**src/rtl/nlp_pkg.sv**
```systemverilog
package nlp_pkg;
  typedef enum logic [1:0] {
    OP_HALT = 2'd0,
    OP_EMIT = 2'd1,
    OP_LOOP = 2'd2,
    OP_RSVD = 2'd3
  } op_e;
endpackage

```
**src/rtl/nlp_imem.sv**
```systemverilog
module nlp_imem #(
  parameter int AW = 4,
  parameter int DW = 18
) (
  input  logic          clk,
  input  logic          we,
  input  logic [AW-1:0] waddr,
  input  logic [DW-1:0] wdata,
  input  logic [AW-1:0] raddr,
  output logic [DW-1:0] rdata
);
  localparam int N = 1 << AW;
  logic [DW-1:0] mem [N];

  always_ff @(posedge clk) begin
    if (we) mem[waddr] <= wdata;
  end

  // distributed-RAM style read so the fetch and the execute share a cycle
  assign rdata = mem[raddr];
endmodule

```
**src/rtl/nlp_repeat.sv**
```systemverilog
module nlp_repeat #(
  parameter int CW = 8
) (
  input  logic          clk,
  input  logic          rst,
  input  logic          clr,
  input  logic          en,
  input  logic [CW-1:0] cnt,
  output logic          last
);
  logic [CW-1:0] rem;
  logic          first;

  assign first = (rem == '0);
  assign last  = first ? (cnt <= CW'(1)) : (rem == CW'(1));

  always_ff @(posedge clk) begin
    if (rst || clr) rem <= '0;
    else if (en) begin
      if (first) rem <= (cnt > CW'(1)) ? cnt - CW'(1) : '0;
      else       rem <= rem - CW'(1);
    end
  end

  // a repeat in flight always ends before the counter wraps
  a_r2_rem_drains: assert property (@(posedge clk) disable iff (rst)
    (en && !first && !clr) |=> (rem < $past(rem)));
endmodule

```
**src/rtl/nlp_lstack.sv**
```systemverilog
module nlp_lstack #(
  parameter int DEPTH = 4,
  parameter int EW    = 16
) (
  input  logic                       clk,
  input  logic                       rst,
  input  logic                       clr,
  input  logic                       push,
  input  logic                       pop,
  input  logic                       pop2,
  input  logic [EW-1:0]              din,
  output logic [EW-1:0]              top,
  output logic [EW-1:0]              nxt,
  output logic [$clog2(DEPTH+1)-1:0] level
);
  localparam int LW = $clog2(DEPTH + 1);
  localparam int SW = (DEPTH > 1) ? $clog2(DEPTH) : 1;

  logic [EW-1:0] mem [DEPTH];
  logic [SW-1:0] wr_i, top_i, nxt_i;

  assign wr_i  = SW'(level);
  assign top_i = SW'(level - LW'(1));
  assign nxt_i = SW'(level - LW'(2));
  assign top   = mem[top_i];
  assign nxt   = mem[nxt_i];

  always_ff @(posedge clk) begin
    if (push && level < LW'(DEPTH)) mem[wr_i] <= din;
  end

  always_ff @(posedge clk) begin
    if (rst || clr) level <= '0;
    else if (push) begin
      if (level < LW'(DEPTH)) level <= level + LW'(1);
    end else if (pop2) level <= (level >= LW'(2)) ? level - LW'(2) : '0;
    else if (pop)      level <= (level != '0) ? level - LW'(1) : '0;
  end

  // the saved-loop count never exceeds the stack depth
  a_r5_level_bound: assert property (@(posedge clk) disable iff (rst)
    level <= LW'(DEPTH));
  // a push into a full stack leaves the level unchanged
  a_r5_full_holds: assert property (@(posedge clk) disable iff (rst)
    (push && !clr && level == LW'(DEPTH)) |=> (level == LW'(DEPTH)));
endmodule

```
**src/rtl/nlp_ctrl.sv**
```systemverilog
module nlp_ctrl #(
  parameter int IW    = 8,
  parameter int CW    = 8,
  parameter int DEPTH = 16,
  parameter int STACK = 4
) (
  input  logic                               clk,
  input  logic                               rst,
  input  logic                               prog_we,
  input  logic [$clog2(DEPTH)-1:0]           prog_addr,
  input  logic [2+CW+IW-1:0]                 prog_data,
  input  logic                               start,
  input  logic                               stall,
  output logic [IW-1:0]                      word_out,
  output logic                               word_valid,
  output logic                               halted,
  output logic                               stack_err
);
  import nlp_pkg::*;

  localparam int AW = $clog2(DEPTH);
  localparam int PW = 2 + CW + IW;
  localparam int EW = CW + 2 * AW;
  localparam int LW = $clog2(STACK + 1);

  logic          run;
  logic [AW-1:0] pc, lbeg, lend;
  logic [CW-1:0] lcnt;
  logic          act;

  logic [PW-1:0] ins;
  op_e           op;
  logic [CW-1:0] icnt;
  logic [IW-1:0] ipay;
  logic [AW-1:0] itgt;

  nlp_imem #(.AW(AW), .DW(PW)) u_imem (
    .clk(clk), .we(prog_we), .waddr(prog_addr), .wdata(prog_data),
    .raddr(pc), .rdata(ins)
  );

  assign op   = op_e'(ins[PW-1 -: 2]);
  assign icnt = ins[IW +: CW];
  assign ipay = ins[IW-1:0];
  assign itgt = ipay[AW-1:0];

  logic go, accept, rep_en, rep_last;
  assign accept = start && !run;
  assign go     = run && !stall;
  assign rep_en = go && (op == OP_EMIT);

  nlp_repeat #(.CW(CW)) u_rep (
    .clk(clk), .rst(rst), .clr(accept), .en(rep_en), .cnt(icnt), .last(rep_last)
  );

  logic          push, pop, pop2;
  logic [EW-1:0] stk_top, stk_nxt;
  logic [LW-1:0] lvl;

  nlp_lstack #(.DEPTH(STACK), .EW(EW)) u_stk (
    .clk(clk), .rst(rst), .clr(accept), .push(push), .pop(pop), .pop2(pop2),
    .din({lcnt, lbeg, lend}), .top(stk_top), .nxt(stk_nxt), .level(lvl)
  );

  logic [CW-1:0] t_cnt, n_cnt;
  logic [AW-1:0] t_beg, t_end, n_beg, n_end;
  assign {t_cnt, t_beg, t_end} = stk_top;
  assign {n_cnt, n_beg, n_end} = stk_nxt;

  logic [AW-1:0] pc_n, lbeg_n, lend_n;
  logic [CW-1:0] lcnt_n;
  logic          act_n, finish;

  always_comb begin
    pc_n   = pc;
    act_n  = act;
    lcnt_n = lcnt;
    lbeg_n = lbeg;
    lend_n = lend;
    push   = 1'b0;
    pop    = 1'b0;
    pop2   = 1'b0;
    finish = 1'b0;
    if (go) begin
      unique case (op)
        OP_LOOP: begin
          push   = act;
          act_n  = 1'b1;
          lcnt_n = (icnt == '0) ? CW'(1) : icnt;
          lbeg_n = pc + AW'(1);
          lend_n = itgt;
          pc_n   = pc + AW'(1);
        end
        OP_EMIT: begin
          if (rep_last) begin
            pc_n = pc + AW'(1);
            if (act && pc == lend) begin
              if (lcnt > CW'(1)) begin
                pc_n   = lbeg;
                lcnt_n = lcnt - CW'(1);
              end else if (lvl == '0) begin
                act_n = 1'b0;
              end else if (t_end == pc && t_cnt > CW'(1)) begin
                pop    = 1'b1;
                pc_n   = t_beg;
                lcnt_n = t_cnt - CW'(1);
                lbeg_n = t_beg;
                lend_n = t_end;
              end else if (t_end == pc) begin
                pop2 = 1'b1;
                if (lvl > LW'(1)) begin
                  lcnt_n = n_cnt;
                  lbeg_n = n_beg;
                  lend_n = n_end;
                end else begin
                  act_n = 1'b0;
                end
              end else begin
                pop    = 1'b1;
                lcnt_n = t_cnt;
                lbeg_n = t_beg;
                lend_n = t_end;
              end
            end
          end
        end
        default: finish = 1'b1;
      endcase
    end
  end

  always_ff @(posedge clk) begin
    if (rst) begin
      run        <= 1'b0;
      halted     <= 1'b0;
      pc         <= '0;
      act        <= 1'b0;
      lcnt       <= '0;
      lbeg       <= '0;
      lend       <= '0;
      stack_err  <= 1'b0;
      word_out   <= '0;
      word_valid <= 1'b0;
    end else begin
      word_valid <= 1'b0;
      if (accept) begin
        run    <= 1'b1;
        halted <= 1'b0;
        pc     <= '0;
        act    <= 1'b0;
      end else begin
        if (go) begin
          pc   <= pc_n;
          act  <= act_n;
          lcnt <= lcnt_n;
          lbeg <= lbeg_n;
          lend <= lend_n;
        end
        if (finish) begin
          run    <= 1'b0;
          halted <= 1'b1;
        end
        if (rep_en) begin
          word_out   <= ipay;
          word_valid <= 1'b1;
        end
        if (push && lvl == LW'(STACK)) stack_err <= 1'b1;
      end
    end
  end

  // a stalled cycle moves nothing and emits nothing
  a_r6_stall_freeze: assert property (@(posedge clk) disable iff (rst)
    (run && stall) |=> (pc == $past(pc) && !word_valid && word_out == $past(word_out)));
  // the fetch address holds until the final repeat of an emit entry
  a_r2_hold_pc: assert property (@(posedge clk) disable iff (rst)
    (rep_en && !rep_last) |=> (pc == $past(pc)));
  // a loop entry costs one cycle with no word
  a_r3_setup_silent: assert property (@(posedge clk) disable iff (rst)
    (go && op == OP_LOOP) |=> !word_valid);
  // the overflow flag never clears without reset
  a_r5_err_sticky: assert property (@(posedge clk) disable iff (rst)
    stack_err |=> stack_err);
  // no word while halted
  a_r7_halt_quiet: assert property (@(posedge clk) disable iff (rst)
    halted |-> !word_valid);
endmodule

```
**config.mk**
```make
export PLATFORM = sky130hd
export DESIGN_NAME = nlp_ctrl
export DESIGN_NICKNAME = d
export VERILOG_FILES = /design/src/rtl/nlp_pkg.sv /design/src/rtl/nlp_imem.sv /design/src/rtl/nlp_repeat.sv /design/src/rtl/nlp_lstack.sv /design/src/rtl/nlp_ctrl.sv
export SDC_FILE = /design/constraint.sdc
export NUM_CORES = 1
export LEC_CHECK = 0
export ABC_CLOCK_PERIOD_IN_PS = 12750
export BUFFER_PORTS_ARGS = -buffer_cell sky130_fd_sc_hd__clkbuf_2
export CAP_MARGIN = 15
export CORE_MARGIN = 2
export CORE_UTILIZATION = 40
export DETAILED_ROUTE_END_ITERATION = 10
export HOLD_SLACK_MARGIN = 0.05
export PLACE_DENSITY_LB_ADDON = 0.12
export SYNTH_ARGS = -nofsm -noshare
export SYNTH_HDL_FRONTEND = slang
export SYNTH_SLANG_ARGS = --single-unit
```
**constraint.sdc**
```tcl
create_clock -name clk -period 12.75 [get_ports clk]
set_input_delay 0 -clock clk [delete_from_list [all_inputs] [get_ports clk]]
set_output_delay 0 -clock clk [all_outputs]
set_load 0.02 [all_outputs]
```
==> impl_metrics.py <==
metrics = {
    "logic_synthesis": {
        "synthCells": 985,
        "ys.flop_type": "edfxtp_1",
        "synth_area_leaders": "edfxtp_1 (62%), mux4_2 (14%), dfxtp_1 (5.6%)",
        "ys_seq_area_frac": 0.676,
        "ys_seq_elements": 400,
        "post-synth-top-area-cell": "edfxtp_1",
        "synth_edf_count": 352,
        "yosysWarnings": 0,
        "synth_cell_type_count": 72,
        "synth.net_count": 1029,
        "syn_avg_cell_area_um2": 17.3,
        "synth_common_cells": "edfxtp_1 (352), mux4_2 (108), nand2_1 (65), nor2_1 (60), dfxtp_1 (48)",
        "synthArstFlopShare": 0,
        "syn_area_um2": 17100,
        "synth_top_area_share": 0.620,
        "synth_most_common_cell": "edfxtp_1",
    },
    "placement": {
        "gp_congestion": 0.791,
        "place_hpwl_um": 23800,
        "port_buffers": 37,
    },
    "timing": {
        "fmax_mhz": 208,
        "final.setup.tns_ns": 0,
        "finalHoldViolations": 0,
        "setup_viol": 0,
        "timing.hold.ws_ns": 0.0769,
        "period_needed_ns": 4.80,
        "slew_violations": 0,
        "skew_ns": 0.0101,
        "min_period_over_period": 0.376,
        "worst_pin_slew_ns": 0.992,
        "rsz0062_at_grt": "false",
        "max_slew_margin": 0.338,
    },
    "power_and_ir_drop": {
        "p_int_mw": 2.13,
        "peakVddDrop_mv": 0.113,
        "leakage_nw": 6.24,
        "comb_power_share": 0.036,
        "p_sw_mw": 0.583,
        "powerDensity_nw_per_um2": 140,
        "p_sw_frac": 0.215,
        "finalPower_mw": 2.71,
        "pwr-share-seq": 0.535,
        "p_clk_frac": 0.429,
    },
    "floorplan": {
        "dieArea_um2": 44300,
        "core_area_um2": 42000,
        "row_count": 75,
        "num_io_pins": 38,
        "die_h_um": 211,
        "fp.dieW_um": 211,
        "start_util": 0.406,
    },
    "route": {
        "wl_um": 40000,
        "routedWlPerCell_um": 24.4,
        "drcViolationCount": 0,
        "dr.pass1.iters": 5,
        "via_count": 9242,
        "drt_iter0_drc": 853,
        "viasPerCell": 5.65,
        "drt.antenna.violating_nets": 0,
    },
    "grt": {
        "antenna_found_initial": 0,
        "grt_overflow": 0,
        "grt_pass1_wl_um": 60400,
        "groute.usage.overall": 0.186,
        "grt_pass1_vias": 9503,
        "grt_max_degree": 53,
    },
    "critical_path": {
        "reg2reg_depth": 11,
        "path_cells": "buf_4 -> mux4_2 -> mux4_2 -> ha_1 -> buf_4 -> inv_1 -> nor3_2 -> o211a_1 -> a21oi_1 -> a211o_1 -> a21oi_1",
        "critPathRequiredTime_ns": 13.24,
        "crit_path_max_fanout": 41,
        "cp_data_arrival_time_ns": 5.28,
        "start_kind": "register",
        "cp_slowest_cell": "nor3_2",
        "cpPeakStageDelay_ns": 0.83,
        "crit_cells": 11,
        "worstSetupPathType": "register to register",
        "endpoint_kind": "register",
        "path_buf_inv": 3,
        "crit_family": "buffers and inverters",
    },
    "finish": {
        "diodes": 0,
        "syn2layout_area_growth_pct": 13.8,
        "nNetsFinal": 1113,
        "drive_gt1_frac": 0.247,
    },
    "clock_tree": {
        "path_clk_slew_ns": 0.06,
        "hold_buffers": 25,
        "cts_setup_buffers": 0,
        "root_buffer": "clkbuf_16",
        "cts_buffers": 43,
        "htreeDepth": 2,
        "ctsResizeCount": 0,
        "worst_skew_pair.late_latency_ns": 0.58,
        "cts_tree": "built",
        "cts.sinks": 400,
        "cts_buffer_depth": 3,
    },
    "worst_hold_path": {
        "whs_path_depth": 2,
        "worstHoldPathType": "input pin to register",
    },
    "outcome": {
        "status": "completed",
    },
    "job": {
        "maxCapViolations": 0,
    },
}
## through the flow
step	setup slack (ns)	std cells	area, um2	util
after global placement	7.95	1538	17900	0.425
after CTS	7.85	1637	19400	0.462
after detailed placement	7.87	1538	17900	0.425
after global routing	7.46	1637	19400	0.462
after floorplan	8.16	985	17100	-
final	7.95	1637	19400	0.462
## logic make-up (layout without fill, tap and decap cells)
logic type | Yosys count | count (layout) | synth area share
flops | 400 | 400 | 0.676
simple gates | 218 | 218 | 0.0631
mux | 139 | 139 | 0.167
compound gates | 123 | 123 | 0.0496
buf+inv | 68 | 181 | 0.0220
xor+xnor | 20 | 20 | 0.0103
fa+ha+maj | 17 | 17 | 0.0125
## power by group through the flow
stage,Sequential [mW],Combinational [mW],Clock [mW]
global placement,1.48,0.0918,0
CTS,1.45,0.0984,1.20
finish,1.45,0.0973,1.16
floorplan,1.48,0.0513,0
detailed placement,1.48,0.0919,0
global route,1.45,0.106,1.25
## flip-flops by register name, indices dropped and copies added, names as in the netlist, named ones only
signal / count
pc: 4
u_stk.mem: 64
word_out: 8
lend: 4
u_imem.mem: 288
halted: 1
act: 1
u_rep.rem: 8
lcnt: 8
stack_err: 1
word_valid: 1
lbeg: 4
run: 1
u_stk.level: 3
## path summary, 6_finish.rpt
check	start	endpoint	slack (ns)
max	register	register	7.95
min	rst	lcnt[2]	0.08
max reg2reg	register	register	7.95
min reg2reg	word_out[7]	word_out[7]	0.45
## metal layers
metal	vias up	GRT usage	share of wire
met4	0	0.0614	0.025
met2	215	0.306	0.49
met1	4817	0.256	0.44
met5	-	0	0
met3	65	0.0282	0.043
li1	4145	-	-
## final cells by class
class,instances,area (um2)
fillers,3673,22600
flip-flops and latches,400,11500
multi-input cells,517,5210
clock buffers,54,1130
well taps,539,674
repair buffers,89,638
clock inverters,20,160
inverters,18,67.6
## cells in the final DEF, fill, tap and decap left out, types with 7 or more instances in the layout
cell type / netlist / routed
a211o_1: 10 / 10
a21oi_1: 33 / 33
a221oi_1: 13 / 13
buf_4: 4 / 27
clkbuf_1: 23 / 10
clkbuf_16: 0 / 43
clkbuf_2: 0 / 37
clkinv_1: 1 / 8
dfxtp_1: 48 / 44
dlygate4sd3_1: 0 / 25
edfxtp_1: 352 / 352
ha_1: 17 / 17
inv_1: 16 / 16
mux2i_1: 22 / 22
mux4_2: 108 / 108
nand2_1: 65 / 65
nand3_1: 18 / 18
nor2_1: 60 / 48
nor2_2: 0 / 12
nor2b_1: 7 / 7
nor3_1: 21 / 16
nor3_2: 3 / 8
o21ai_0: 29 / 29
xor2_1: 14 / 14
No activity file was read; power rests on OpenSTA's default activity.
